<file path="src/rtl/stepper_pkg.sv">
package stepper_pkg;
  typedef enum logic {
    DIR_DOWN = 1'b0,
    DIR_UP   = 1'b1
  } step_dir_e;
endpackage

</file>
<file path="src/rtl/step_mode_ctl.sv">
module step_mode_ctl #(
  parameter int SEL_W = 1
) (
  input  logic             clk,
  input  logic             rst_n,
  input  logic             cmd_start,
  input  logic [SEL_W-1:0] cmd_sel,
  input  logic             cs_n,
  input  logic             sck_rise,
  output logic             mode_on,
  output logic [SEL_W-1:0] sel_q,
  output logic             step_go
);
  // Mode is armed by the command and dropped by deselect.
  always_ff @(posedge clk) begin
    if (!rst_n) begin
      mode_on <= 1'b0;
      sel_q   <= '0;
    end else if (cs_n) begin
      mode_on <= 1'b0;
    end else if (cmd_start) begin
      mode_on <= 1'b1;
      sel_q   <= cmd_sel;
    end
  end

  assign step_go = mode_on && !cs_n && sck_rise;
endmodule

</file>
<file path="src/rtl/tap_reg.sv">
module tap_reg
  import stepper_pkg::*;
#(
  parameter int TAP_W    = 8,
  parameter int INIT_TAP = 128
) (
  input  logic             clk,
  input  logic             rst_n,
  input  logic             go,
  input  step_dir_e        dir,
  output logic [TAP_W-1:0] tap,
  output logic             moved
);
  localparam logic [TAP_W-1:0] TOP_TAP = {TAP_W{1'b1}};
  localparam logic [TAP_W-1:0] RST_TAP = INIT_TAP[TAP_W-1:0];

  logic at_top, at_bot;
  assign at_top = (tap == TOP_TAP);
  assign at_bot = (tap == '0);
  // A step at an end stop is swallowed.
  assign moved  = go && ((dir == DIR_UP) ? !at_top : !at_bot);

  always_ff @(posedge clk) begin
    if (!rst_n)
      tap <= RST_TAP;
    else if (moved)
      tap <= (dir == DIR_UP) ? tap + 1'b1 : tap - 1'b1;
  end
endmodule

</file>
<file path="src/rtl/settle_timer.sv">
module settle_timer #(
  parameter int SETTLE_CYC = 20
) (
  input  logic clk,
  input  logic rst_n,
  input  logic kick,
  output logic done
);
  localparam int CW = $clog2(SETTLE_CYC + 1);
  localparam logic [CW-1:0] LOAD = CW'(SETTLE_CYC);

  logic [CW-1:0] cnt;

  always_ff @(posedge clk) begin
    if (!rst_n) begin
      cnt  <= '0;
      done <= 1'b0;
    end else begin
      done <= (cnt == CW'(1)) && !kick;
      if (kick)
        cnt <= LOAD;
      else if (cnt != '0)
        cnt <= cnt - 1'b1;
    end
  end
endmodule

</file>
<file path="src/rtl/wiper_stepper.sv">
module wiper_stepper
  import stepper_pkg::*;
#(
  parameter int NUM_POTS   = 2,
  parameter int TAP_W      = 8,
  parameter int INIT_TAP   = 128,
  parameter int SETTLE_CYC = 20,
  localparam int SEL_W     = (NUM_POTS > 1) ? $clog2(NUM_POTS) : 1
) (
  input  logic                      clk,
  input  logic                      rst_n,
  input  logic                      cmd_start,
  input  logic [SEL_W-1:0]          cmd_sel,
  input  logic                      cs_n,
  input  logic                      sck_rise,
  input  logic                      si,
  output logic [NUM_POTS*TAP_W-1:0] wiper_taps,
  output logic                      settle_done
);
  logic             mode_on;
  logic [SEL_W-1:0] sel_q;
  logic             step_go;
  logic [NUM_POTS-1:0] moved_v;
  step_dir_e        dir;

  assign dir = step_dir_e'(si);

  step_mode_ctl #(.SEL_W(SEL_W)) u_mode (
    .clk(clk), .rst_n(rst_n), .cmd_start(cmd_start), .cmd_sel(cmd_sel),
    .cs_n(cs_n), .sck_rise(sck_rise), .mode_on(mode_on), .sel_q(sel_q),
    .step_go(step_go)
  );

  for (genvar i = 0; i < NUM_POTS; i++) begin : g_pot
    tap_reg #(.TAP_W(TAP_W), .INIT_TAP(INIT_TAP)) u_tap (
      .clk(clk), .rst_n(rst_n),
      .go(step_go && (sel_q == SEL_W'(i))),
      .dir(dir),
      .tap(wiper_taps[i*TAP_W +: TAP_W]),
      .moved(moved_v[i])
    );
  end

  settle_timer #(.SETTLE_CYC(SETTLE_CYC)) u_settle (
    .clk(clk), .rst_n(rst_n), .kick(|moved_v), .done(settle_done)
  );
endmodule

</file>
<file path="config.mk">
export PLATFORM = sky130hd
export DESIGN_NAME = wiper_stepper
export DESIGN_NICKNAME = d
export VERILOG_FILES = /design/src/rtl/stepper_pkg.sv /design/src/rtl/step_mode_ctl.sv /design/src/rtl/tap_reg.sv /design/src/rtl/settle_timer.sv /design/src/rtl/wiper_stepper.sv
export SDC_FILE = /design/constraint.sdc
export NUM_CORES = 1
export LEC_CHECK = 0
export ABC_AREA = 0
export BUFFER_PORTS_ARGS = -buffer_cell sky130_fd_sc_hd__buf_4
export CAP_MARGIN = 20
export CORE_UTILIZATION = 56
export DETAILED_ROUTE_END_ITERATION = 10
export GPL_TIMING_DRIVEN = 1
export PLACE_DENSITY_LB_ADDON = 0.08
export SYNTH_ARGS = -nofsm -noshare
export SYNTH_HDL_FRONTEND = slang
export SYNTH_SLANG_ARGS = --single-unit
</file>
<file path="constraint.sdc">
create_clock -name clk -period 3.05 [get_ports clk]
set_input_delay 0.61 -clock clk [delete_from_list [all_inputs] [get_ports clk]]
set_output_delay 0.61 -clock clk [all_outputs]
set_load 0.01 [all_outputs]
</file>
Word level (Yosys, flattened, before mapping) --
Cells that the tools add are included.
Word-level totals: bits in registers 24, bits of input ports 7, output and inout bits 17, logic and storage cells 45
Operators by class: $add $sub $neg 5, equality and inequality tests 3, multiplexer cells 6, bitwise gates (word level) 3, reductions and logical operators 21
Operator list (count):
- 8-bit by 1-bit adder with 8-bit output, second input constant | 2
- 8-bit == test, second input constant | 2
- 8-bit logical NOT | 2
- 8-bit two-way mux | 2
- 8-bit by 1-bit subtractor with 8-bit output, second input constant | 2
- 5-bit two-way mux | 2
- 1-bit logical AND | 7
- 1-bit logical NOT | 6
- 5-bit by 1-bit == test with 1-bit output, second input constant | 1
- 5-bit nonzero test | 1
- 5-bit by 1-bit subtractor with 5-bit output, second input constant | 1
- 2-bit OR reduction | 2
- 1-bit NOT | 3
- 3-bit OR reduction | 1
- 1-bit two-way mux | 2
- 2-bit AND reduction | 1
- 2-bit nonzero test | 1

Longest topological paths before layout --
depth after elaboration 8, mapped depth 8, gate-level depth less buffers 7

By module --
A second synthesis with hierarchy kept.
Second synthesis, totals: cells, all modules 185, area total of the unflattened synthesis 1682.9 um^2
By module, submodules not included:
- tap_reg | instances 2, cells an instance 73, area an instance 643.1 um^2, sequential area each 160.2 um^2
- settle_timer | instances 1, cells an instance 27, area an instance 281.5 um^2, sequential area each 120.1 um^2
- step_mode_ctl | instances 1, cells an instance 9, area an instance 92.6 um^2, sequential area each 40.0 um^2
- wiper_stepper | instances 1, cells an instance 3, area an instance 22.5 um^2, sequential area each 0.0 um^2

Worst setup path before layout --
OpenSTA, ideal clock, no wires.
kind input port to flip-flop, start in si, end reg g_pot[1].u_tap.tap[7], setup time 123 ps, arrival 2561 ps, data required time 2927 ps, setup slack 366 ps, stages on the path 8, buffers on the path 1, path through buf_6 > inv_1 > ha_1 > a211oi_1 > o21ai_1 > or3_1 > a31oi_1 > mux2_1
On the way: word-level cells in the longest chain between the ends 2, elaborated cells on any way between the ends 3, classes of those cells mux: 2; reduce/logical: 1
RTL lines:
- start, declared | line wiper_stepper.sv:16 | input logic si,
- 1-bit two-way mux | line tap_reg.sv:21 | assign moved = go && ((dir == DIR_UP) ? !at_top : !at_bot);
- 1-bit logical AND | line tap_reg.sv:21
- end signal, assigned | line tap_reg.sv:27 | tap <= (dir == DIR_UP) ? tap + 1'b1 : tap - 1'b1;
- end, declared | line tap_reg.sv:11 | output logic [TAP_W-1:0] tap,
Parallel ways exist; a longest one is shown, timed or not. A chain may end at the register's enable or synchronous reset.

Worst setup path in the final report --
start in si, end reg g_pot[0].u_tap.tap[7]
On the way: word-level cells in the longest chain between the ends 2, elaborated cells on any way between the ends 3, classes of those cells mux: 2; reduce/logical: 1
RTL lines (line):
- 1-bit two-way mux | tap_reg.sv:21
- 1-bit logical AND | tap_reg.sv:21
- end signal, assigned | tap_reg.sv:27
- end, declared | tap_reg.sv:11
Parallel ways exist; a longest one is shown, timed or not.

==> results.toml <==
[yosys]
synth-seq-cells = 24
synth.area.top_cells = "dfxtp_1, ha_1, mux2i_1, nor2_1, xnor2_1"
synthCells = 175
synth.distinct_cells = 44
yosys_warnings = 0
syn_area_um2 = 1639
ys_async_sr_fraction_pct = 0
synth_top_area_share_pct = 29.31
ys.flop_type = "dfxtp_1"
syn_nets = 199
synth_top_area_cell = "dfxtp_1"
avgSynthCellArea_um2 = 9.366
synth-edff-count = 0
yosysSeqAreaShare_pct = 29.31

[placement]
hpwl_um = 2571
io_buffers = 23
gp_congestion = 0.8859

[route]
drtIter0Drc = 58
vias = 1352
drtAntennaViolNets = 0
via_per_inst = 5.930
wl_per_cell_um = 14.64
drc = 0
drt-total-wl_um = 3338
first_pass_iters = 4

[timing]
tns_ns = 0
max_slew_margin_pct = 64.63
worst_pin_slew_ns = 0.5299
fin_worst_skew_ns = 0.01413
setup_viol = 0
fin_crit_sh_pct = 77.57
slew_viol_final = 0
fmax_mhz = 422.7
rsz0062_at_grt = "false"
holdWs_ns = 0.4669
min_period_ns = 2.366
hold_viol = 0

[power_and_ir_drop]
p_per_area_nw_per_um2 = 421.5
switchingPower_uw = 259.6
p_int_uw = 512.4
power.share.combinational_pct = 32.5
swShare_pct = 33.62
p_leak_nw = 0.8782
seqPwrFrac_pct = 49.8
pwr-share-clk_pct = 17.7
ir_worst_vdd_mv = 0.4252

[worst_setup_path]
cp-end-kind = "register"
crit_path_max_fanout = 11
worstSetupPathType = "input pin to register"
required_ns = 3.27
startpoint_type = "input pin"
crit_arrival_ns = 2.59

[run_status]
run_status = "completed"

[cells_and_area]
most-common-layout-cells = "dfxtp_1, buf_4, nor2_1"
fin_nets = 223
synthToLayoutAreaGrowth_pct = 11.76
num_antenna_cells = 0
final_layout_size_suffix_gt1_share_pct = 17.26
largest_register_ffs = 16

[grt]
gr-total-overflow = 0
grt_pass1_vias = 1243
grt_pass1_wl_um = 5478
grt_max_degree = 16
grt_usage_pct = 22.05
grt_antenna_before_repair = 0

[cts]
path_clk_slew_ns = 0.13
cts.path.max_buffers = 2
hold_buffers = 0
cts_made_buffers = 3
clk-insertion-delay-late_ns = 0.31
cts_sinks = 24
postCtsSetupBuffers = 0
root_buffer = "clkbuf_4"
htree_levels = 1
cts_tree = "built"
cts_resized = 0

[floorplanning]
core_um2 = 2758
initial_core_util_pct = 59.44
die_y_um = 56.10
pin_count = 24
dieWidth_um = 56.10
dieArea_um2 = 3147
num_rows = 19

[run]
drv_cap = 0

[hold_path]
min_path_type = "input pin to register"
## final cells by class
cell class              instances  area, µm²
multi-input cells             142       1095
clock buffers                   3      22.52
repair buffers                 24      180.2
flip-flops and latches         24      480.5
inverters                       4      15.01
well taps                      31      38.79
fillers                       255      925.9
## stage by stage
stage	util [%]	std cells	power (mW)	setup slack (ns)	cell area, µm²
3_5_place_dp	65.61	225	0.6425	0.3455	1809
3_3_place_gp	65.61	225	0.6263	0.4358	1809
5_1_grt	66.42	228	0.8352	0.5933	1832
4_1_cts	66.42	228	0.7825	0.6913	1832
2_1_floorplan	-	175	0.5804	0.3656	1639
6_report	66.42	228	0.7720	0.6843	1832
## power by group through the flow
stage	Combinational, mW	Sequential [mW]	Clock [mW]
finish	0.251	0.384	0.137
global route	0.286	0.390	0.159
CTS	0.253	0.384	0.145
detailed placement	0.251	0.392	0
global placement	0.237	0.390	0
floorplan	0.195	0.385	0
## worst max-delay path: stages
cell and delay [ns]:
buf_4 0.15, inv_1 0.20, buf_4 0.24, ha_1 0.26, a211oi_1 0.24, o21ai_1 0.15
nand3b_1 0.22, a31oi_4 0.21, mux2_4 0.31
## Yosys cell counts (4+ instances only)
library cell,count
a21o_1,6
a21oi_1,12
dfxtp_1,24
ha_1,15
inv_1,4
mux2i_1,9
nand2_1,6
nand3_1,4
nor2_1,23
nor3_1,6
xnor2_1,7
xor2_1,6
## final timing paths
check | end | from | slack, ns | cells past startpoint
worst max register to register | g_pot[1].u_tap.tap[7]$_SDFFE_PN1P_ | g_pot[1].u_tap.tap[1]$_SDFFE_PN0P_ | 0.88 | 6
worst max-delay path | g_pot[0].u_tap.tap[7]$_SDFFE_PN1P_ | si | 0.68 | 9
worst min register to register | u_settle.done$_SDFF_PN0_ | u_settle.cnt[4]$_SDFFE_PN0P_ | 0.52 | 1
worst min-delay path | u_mode.mode_on$_SDFFE_PP0P_ | cs_n | 0.47 | 2
## per-layer routing
metal | GRT usage (%) | vias up | wire [µm]
li1 | - | 687 | -
met1 | 27.14 | 627 | 1544
met2 | 37.76 | 29 | 1593
met5 | 0 | - | 0
met4 | 9.408 | 0 | 73
met3 | 3.721 | 9 | 126
## logic make-up (layout without fill, tap and decap cells)
group           Yosys count  after routing  share of synthesized area (%)
mux                      11             11                          7.099
compound gates           39             39                          18.47
xor+xnor                 13             13                          6.947
fa+ha+maj                17             17                          13.89
flops                    24             24                          29.31
simple gates             62             62                          20.38
buf+inv                   9             31                          3.893
No activity file was read; power rests on OpenSTA's default activity.
